==> src/rtl/ptm_pkg.sv <==
package ptm_pkg;
  typedef enum logic [1:0] {
    A_CTRL = 2'd0,
    A_PER  = 2'd1,
    A_CMP0 = 2'd2,
    A_CMP1 = 2'd3
  } ptm_addr_e;

  localparam int unsigned B_STOP  = 0;
  localparam int unsigned B_CLR   = 1;
  localparam int unsigned B_LINK  = 2;
  localparam int unsigned B_SEL   = 3;
  localparam int unsigned SEL_W   = 3;
  localparam int unsigned B_ACT   = 8;
endpackage

==> src/rtl/ptm_prescaler.sv <==
module ptm_prescaler #(
  parameter int unsigned PW = 6
) (
  input  logic                      clk_i,
  input  logic                      rst_ni,
  input  logic                      run_i,
  input  logic                      clr_i,
  input  logic [ptm_pkg::SEL_W-1:0] sel_i,
  output logic                      tick_o
);
  localparam logic [ptm_pkg::SEL_W-1:0] MAX_SEL = ptm_pkg::SEL_W'(PW);

  logic [PW-1:0]             psc_q;
  logic [PW-1:0]             mask;
  logic [ptm_pkg::SEL_W-1:0] sel_eff;

  assign sel_eff = (sel_i > MAX_SEL) ? MAX_SEL : sel_i;

  always_comb begin
    for (int i = 0; i < int'(PW); i++) mask[i] = (ptm_pkg::SEL_W'(i) < sel_eff);
  end

  assign tick_o = run_i && ((psc_q & mask) == mask);

  always_ff @(posedge clk_i or negedge rst_ni) begin
    if (!rst_ni)    psc_q <= '0;
    else if (clr_i) psc_q <= '0;
    else if (run_i) psc_q <= psc_q + 1'b1;
  end

  assert_psc_hold_R9: assert property (@(posedge clk_i) disable iff (!rst_ni)
    (!run_i && !clr_i) |=> $stable(psc_q));
  assert_psc_clear_R10: assert property (@(posedge clk_i) disable iff (!rst_ni)
    clr_i |=> (psc_q == '0));
endmodule

==> src/rtl/ptm_counter.sv <==
module ptm_counter #(
  parameter int unsigned W = 16
) (
  input  logic         clk_i,
  input  logic         rst_ni,
  input  logic         tick_i,
  input  logic         clr_i,
  input  logic [W-1:0] per_i,
  output logic [W-1:0] cnt_o,
  output logic         ovf_o
);
  logic [W-1:0] cnt_q;
  logic         at_top;

  assign at_top = (cnt_q == per_i);
  assign ovf_o  = tick_i && !clr_i && at_top;
  assign cnt_o  = cnt_q;

  always_ff @(posedge clk_i or negedge rst_ni) begin
    if (!rst_ni)     cnt_q <= '0;
    else if (clr_i)  cnt_q <= '0;
    else if (tick_i) cnt_q <= at_top ? '0 : cnt_q + 1'b1;
  end

  assert_wrap_zero_R3: assert property (@(posedge clk_i) disable iff (!rst_ni)
    ovf_o |=> (cnt_q == '0));
  assert_cnt_hold_R9: assert property (@(posedge clk_i) disable iff (!rst_ni)
    (!tick_i && !clr_i) |=> $stable(cnt_q));
  assert_cnt_clear_R10: assert property (@(posedge clk_i) disable iff (!rst_ni)
    clr_i |=> (cnt_q == '0));
endmodule

==> src/rtl/ptm_buf_sel.sv <==
module ptm_buf_sel (
  input  logic clk_i,
  input  logic rst_ni,
  input  logic link_i,
  input  logic link_rise_i,
  input  logic wr_cmp0_i,
  input  logic wr_cmp1_i,
  input  logic ovf_i,
  output logic act_o
);
  logic act_q, last_q, last_d;

  always_comb begin
    last_d = last_q;
    if (link_i && wr_cmp0_i) last_d = 1'b0;
    if (link_i && wr_cmp1_i) last_d = 1'b1;
  end

  always_ff @(posedge clk_i or negedge rst_ni) begin
    if (!rst_ni) begin
      act_q  <= 1'b0;
      last_q <= 1'b0;
    end else if (link_rise_i) begin
      act_q  <= 1'b0;
      last_q <= 1'b0;
    end else begin
      last_q <= last_d;
      if (ovf_i && link_i) act_q <= last_d;
    end
  end

  assign act_o = act_q;

  // the source moves only on an overflow or a fresh pairing
  assert_act_only_at_ovf_R11: assert property (@(posedge clk_i) disable iff (!rst_ni)
    (!ovf_i && !link_rise_i) |=> $stable(act_q));
  assert_link_picks_zero_R5: assert property (@(posedge clk_i) disable iff (!rst_ni)
    link_rise_i |=> (act_q == 1'b0));
  assert_unlinked_hold_R12: assert property (@(posedge clk_i) disable iff (!rst_ni)
    (!link_i && !link_rise_i) |=> $stable(act_q));
endmodule

==> src/rtl/pwm_pair_timer.sv <==
module pwm_pair_timer #(
  parameter int unsigned CW = 16,
  parameter int unsigned PW = 6
) (
  input  logic          clk_i,
  input  logic          rst_ni,
  input  logic          bus_we_i,
  input  logic [1:0]    bus_addr_i,
  input  logic [CW-1:0] bus_wdata_i,
  output logic [CW-1:0] bus_rdata_o,
  output logic          pwm_o,
  output logic          pin1_free_o
);
  import ptm_pkg::*;

  localparam int unsigned NCH = 2;

  logic                stop_q, link_q;
  logic [SEL_W-1:0]    sel_q;
  logic [CW-1:0]       per_q;
  logic [CW-1:0]       cmp_q [NCH];
  logic [NCH-1:0]      cmp_wr;
  logic                ctrl_wr, clr_wr, link_rise;
  logic                tick, ovf, act;
  logic [CW-1:0]       cnt, cmp_act;

  assign ctrl_wr   = bus_we_i && (bus_addr_i == A_CTRL);
  assign clr_wr    = ctrl_wr && bus_wdata_i[B_CLR];
  assign link_rise = ctrl_wr && bus_wdata_i[B_LINK] && !link_q;

  always_ff @(posedge clk_i or negedge rst_ni) begin
    if (!rst_ni) begin
      stop_q <= 1'b0;
      link_q <= 1'b0;
      sel_q  <= '0;
      per_q  <= '1;
    end else begin
      if (ctrl_wr) begin
        stop_q <= bus_wdata_i[B_STOP];
        link_q <= bus_wdata_i[B_LINK];
        sel_q  <= bus_wdata_i[B_SEL +: SEL_W];
      end
      if (bus_we_i && bus_addr_i == A_PER) per_q <= bus_wdata_i;
    end
  end

  for (genvar g = 0; g < NCH; g++) begin : g_cmp
    assign cmp_wr[g] = bus_we_i && (bus_addr_i == 2'(int'(A_CMP0) + g));
    always_ff @(posedge clk_i or negedge rst_ni) begin
      if (!rst_ni)        cmp_q[g] <= '0;
      else if (cmp_wr[g]) cmp_q[g] <= bus_wdata_i;
    end
  end

  ptm_prescaler #(.PW(PW)) u_psc (
    .clk_i  (clk_i),
    .rst_ni (rst_ni),
    .run_i  (!stop_q),
    .clr_i  (clr_wr),
    .sel_i  (sel_q),
    .tick_o (tick)
  );

  ptm_counter #(.W(CW)) u_cnt (
    .clk_i  (clk_i),
    .rst_ni (rst_ni),
    .tick_i (tick),
    .clr_i  (clr_wr),
    .per_i  (per_q),
    .cnt_o  (cnt),
    .ovf_o  (ovf)
  );

  ptm_buf_sel u_sel (
    .clk_i       (clk_i),
    .rst_ni      (rst_ni),
    .link_i      (link_q),
    .link_rise_i (link_rise),
    .wr_cmp0_i   (cmp_wr[0]),
    .wr_cmp1_i   (cmp_wr[1]),
    .ovf_i       (ovf),
    .act_o       (act)
  );

  assign cmp_act     = cmp_q[act];
  assign pwm_o       = link_q && (cnt < cmp_act);
  assign pin1_free_o = link_q;

  always_comb begin
    bus_rdata_o = '0;
    unique case (bus_addr_i)
      A_CTRL: begin
        bus_rdata_o[B_STOP]            = stop_q;
        bus_rdata_o[B_LINK]            = link_q;
        bus_rdata_o[B_SEL +: SEL_W]    = sel_q;
        bus_rdata_o[B_ACT]             = act;
      end
      A_PER:   bus_rdata_o = per_q;
      A_CMP0:  bus_rdata_o = cmp_q[0];
      default: bus_rdata_o = cmp_q[1];
    endcase
  end

  assert_stopped_no_ovf_R9: assert property (@(posedge clk_i) disable iff (!rst_ni)
    stop_q |-> !ovf);
  assert_unpaired_low_R12: assert property (@(posedge clk_i) disable iff (!rst_ni)
    !link_q |-> !pwm_o);
endmodule

==> config.mk <==
export PLATFORM = sky130hd
export DESIGN_NAME = pwm_pair_timer
export DESIGN_NICKNAME = d
export VERILOG_FILES = /design/src/rtl/ptm_pkg.sv /design/src/rtl/ptm_prescaler.sv /design/src/rtl/ptm_counter.sv /design/src/rtl/ptm_buf_sel.sv /design/src/rtl/pwm_pair_timer.sv
export SDC_FILE = /design/constraint.sdc
export NUM_CORES = 1
export LEC_CHECK = 0
export CAP_MARGIN = 20
export CORE_ASPECT_RATIO = 1.2
export CORE_MARGIN = 4
export CORE_UTILIZATION = 55
export CTS_BUF_LIST = sky130_fd_sc_hd__clkbuf_16
export DETAILED_ROUTE_END_ITERATION = 8
export DONT_BUFFER_PORTS = 1
export GPL_TIMING_DRIVEN = 0
export PLACE_DENSITY = 0.7
export SLEW_MARGIN = 20
export SYNTH_ARGS = -nofsm -noshare
export SYNTH_HDL_FRONTEND = slang
export SYNTH_HIERARCHICAL = 1
export SYNTH_SLANG_ARGS = --single-unit
==> constraint.sdc <==
create_clock -name clk_i -period 6.3 [get_ports clk_i]
set_input_delay 0.63 -clock clk_i [delete_from_list [all_inputs] [get_ports clk_i]]
set_output_delay 0.63 -clock clk_i [all_outputs]
set_load 0.02 [all_outputs]
[Word-level counts from Yosys, hierarchy flattened]
Index checks and enable logic that the tools add are counted.
Word-level totals
  bits of input ports: 21
  register bits: 77
  word-level logic and storage cells: 69
Cells by class
  mux-type cells: 20
  add/subtract/negate cells: 2
  reductions and logical operators: 20
  equality and inequality tests: 6
  magnitude comparators: 9
  bitwise gates (word level): 2
Operator list (number)
  $mux W16: 6
  $pmux W7 S3: 1
  $add A16 B1 Y16 const B: 1
  $eq A16 B16 Y1: 1
  $lt A16 B16 Y1: 1
  $logic_and A1 B1 Y1: 14
  $mux W6: 2
  $pmux W4 S3: 1
  $pmux W1 S3: 3
  $add A6 B1 Y6 const B: 1
  $and A6 B6 Y6: 1
  $eq A6 B6 Y1: 1
  $lt A1 B3 Y1 const A: 2
  $lt A2 B3 Y1 const A: 2
  $lt A3 B3 Y1 const A: 2
  $pmux W2 S3: 1
  $mux W1: 5
  $eq A2 B2 Y1 const B: 2
  $reduce_bool A2 Y1: 2
  $gt A3 B3 Y1 const B: 1
  $logic_not A1 Y1: 3
  $mux W3: 1
  $eq A2 B1 Y1 const B: 1
  $ge A2 B2 Y1 const B: 1
  other kinds (3): 3

[Longest topological paths before layout]
  depth after elaboration: 11
  gate-level depth with buffers: 10
  depth with buffers taken out: 8

[Modules after synthesis]
Netlist, hierarchy kept.
By module, submodules not included
  pwm_pair_timer: area each 2947.8 um2, times used 1, cells each 241
  ptm_counter: area each 1217.4 um2, times used 1, cells each 146
  ptm_prescaler: area each 347.8 um2, times used 1, cells each 37
  ptm_buf_sel: area each 95.1 um2, times used 1, cells each 8

[Worst setup path before layout]
No wires, ideal clock.
  kind: flip-flop to output port
  from: register u_sel.act_q, in the netlist u_sel/act_o
  to: output pwm_o
  required time: 5.670 ns
  arrival: 2.229 ns
  buffers on the path: 2
  cell stages (with the launch flop): 9
  path slack: 3.441 ns
  cell sequence: dfrtp_1 > buf_2 > buf_2 > mux2i_1 > ha_1 > a21oi_1 > nand2_1 > a211o_1 > nor3_1
Between the ends
  word-level cells in the longest chain between the ends: 6
RTL lines
  start: declaration: line ptm_buf_sel.sv:11  | logic act_q, last_q, last_d;
  start signal: assignment: line ptm_buf_sel.sv:28  | if (ovf_i && link_i) act_q <= last_d;
  $not A1 Y2 (implied by the code): line pwm_pair_timer.sv:85  | assign cmp_act = cmp_q[act];
  $mux W16 (implied by the code) (3 in a row): line pwm_pair_timer.sv:85
  $lt A16 B16 Y1: line pwm_pair_timer.sv:86  | assign pwm_o = link_q && (cnt < cmp_act);
  $logic_and A1 B1 Y1: line pwm_pair_timer.sv:86
  end: declaration: line pwm_pair_timer.sv:11  | output logic pwm_o,
No other way between the ends. The select of a mux whose other input is x is not followed.

[Worst setup path after layout]
Same ends and word-level chain as after synthesis.

==> reports/summary.txt <==
PwrDens: 317 mW/mm^2
Via Count: 3406
synth cell count leaders: nand2_1 (72), dfrtp_1 (61), mux2_2 (48), xor2_1 (19), a21oi_1 (18)
initial drt markers: 177
DP Cell Count: 546
most common cell in the netlist: nand2_1
crit path max fanout: 10
synth top area cells: dfrtp_1 (33%), mux2_2 (12%), dfstp_2 (9.1%)
All-Layer GR Usage: 24.2%
Post-CTS Hold Fix Bufs: 1
GPL Wtd Cong: 0.898
CTS sink cnt: 77
Final Skew: 0.00960 ns
initial cell density of the core: 56.5%
IO Pins: 39
CTS max path bufs: 2
hpwl dp: 7670 microns
Post-Syn Area: 0.00461 sq mm
Vias/cell: 6.05
CTS root buffer: clkbuf_16
vias in the first global route: 3387
Yosys top cell by area: dfrtp_1
Overflow after GRT: 0
drt drc: 0
RSZ-0062 raised after global routing: no
ys flop type: dfrtp_1
Fin. Hold Viols: 0
setup_tns: 0 ns
Worst-path clk slew: 0.06 ns
startpoint types: flop
CTS buffer count: 9
die area: 0.00991 sq mm
row cnt: 36
CTS tree: yes
Layout area overhead: 9.23%
# port buffers: 0
number of synthesized register bits: 77
post-route core utilization: 61.7%
H-tree depth: 3
Worst Path Arrival: 3.01 ns
syn_area_per_cell: 10.7 sq um
FFs w/ async S/R, synth: 100%
max_slew headroom: 49.4%
cell count after synthesis: 432
WL/cell: 19.6 microns
Fmax achieved: 275 MHz
yosys warns: 6
Post-Syn Nets: 470
antenna violations before repair: 0
clock latency on the worst-skew pair: 0.34 ns
Die Y: 108 microns
ant diodes: 0
drt first pass iters: 5
top-area cell type share of the netlist area: 33.1%
core area: 0.00815 sq mm
worst min-delay path class: in2async
placed cell areas: 0.00475 sq mm
CP Capture Type: output pin
final setup vio count: 0
nets: 482
max-slew violations: 0
Post-Route WL: 11000 microns
critical path required time: 5.67 ns
crit share post-route: 57.8%
number of synthesized flops with an enable pin: 0
post-synthesis cell type count: 51
Design Power: 1.60 mW
DRT antenna net count: 0
final cell count without fillers: 563
fin worst setup slack: 2.66 ns
minimum period implied by the final worst setup slack: 3.64 ns
Min Hold Slack: 0.131 ns
fin area: 0.00503 sq mm
pre-CTS setup slack: 2.99 ns
status: finished clean
share of layout cells above drive strength 1: 25.2%
Post-CTS Repair Setup Buffers: 0
first-pass GRT wire length: 18200 microns
Seq/Total Area, Yosys: 42.2%
largest net degree at the start of global routing: 62
# resized after CTS: 0
VDD IR-drop max: 0.000279 V
# Max-Cap Violations: 0
Pleak: 2.17 nW
crit path kind: reg2out
Worst-Margin Slew: 0.753 ns
die width: 91.6 microns
[critical path, stage by stage, from the launching register on]
cell and delay, ns:
dfrtp_1 0.33, buf_2 0.26, buf_2 0.40, mux2i_1 0.30
ha_1 0.29, a21oi_1 0.19, a211oi_1 0.10, a22o_1 0.21
nor3_1 0.58
[final cells by class]
class	count	area [sq um]
multi-input combinational	325	2480
sequential	77	1950
fill	681	3120
inverter	7	26.3
timing repair buffer	1	27.5
buffer	23	150
tap	114	143
clock buffer	9	225
clock inverter	7	30.0
[sequential cells by signal, indices dropped and copies added (netlist names)]
register,flops
u_sel/act_o,1
u_sel/last_q,1
u_psc/psc_q,6
cmp_q,32
u_cnt/cnt_o,16
sel_q,3
pin1_free_o,1
stop_q,1
per_q,16
[cells by family after synthesis]
logic type	after synthesis	synth area share, %
compound gates	57	8.25
xor+xnor	20	3.80
fa+ha+maj	17	4.62
buf+inv	30	3.83
flops	77	42.2
mux	71	18.4
simple gates	160	18.9
[layer usage]
layer  global-route usage, %  vias up  share of wire (%)
met1                    30.5     1708                 43
met5                       0        -                  0
met3                    5.43       24                4.7
met4                    9.05        0                1.9
met2                    40.7       80                 50
li1                        -     1594                  -
[where the power goes]
group	internal (mW)	total, mW	switching (mW)	leakage [nW]
registers	0.608	0.719	0.111	0.871
logic	0.201	0.429	0.228	1.16
clock network	0.258	0.449	0.190	0.140
[cells in the final DEF, fill, tap and decap left out, types with 3 or more instances in the layout]
cell,instances
inv_1,9
ha_1,17
nand2_1,72
a22o_1,11
nor2b_1,8
nor2_1,17
xor2_1,19
o21ai_0,7
nand4_1,14
buf_2,9
dfstp_2,16
clkbuf_1,5
dfrtp_1,61
a31oi_1,6
o211ai_1,5
or4b_1,4
a21oi_1,18
buf_6,6
nor3_1,4
a21boi_0,3
nand3_1,11
mux2_2,48
clkinv_2,3
nor4_1,7
mux4_2,6
nand2b_1,3
clkbuf_16,9
mux2i_1,17
[path summary, 6_finish.rpt]
kind,startpoint,end,slack (ns),cells past startpoint
setup / recovery,u_sel/act_o$_DFFE_PN0P_,pwm_o,2.66,8
hold / removal,rst_ni,per_q[14]$_DFFE_PN1P_,0.13,0
setup reg to reg,u_cnt/cnt_o[9]$_DFFE_PN0P_,u_sel/act_o$_DFFE_PN0P_,3.65,9
hold reg to reg,cmp_q[28]$_DFFE_PN0P_,cmp_q[28]$_DFFE_PN0P_,0.50,2
max in group asynchronous,rst_ni,cmp_q[15]$_DFFE_PN0P_,5.86,1
min in group clk_i,bus_wdata_i[4],cmp_q[20]$_DFFE_PN0P_,0.39,2
(Power assumes the default switching activity.)
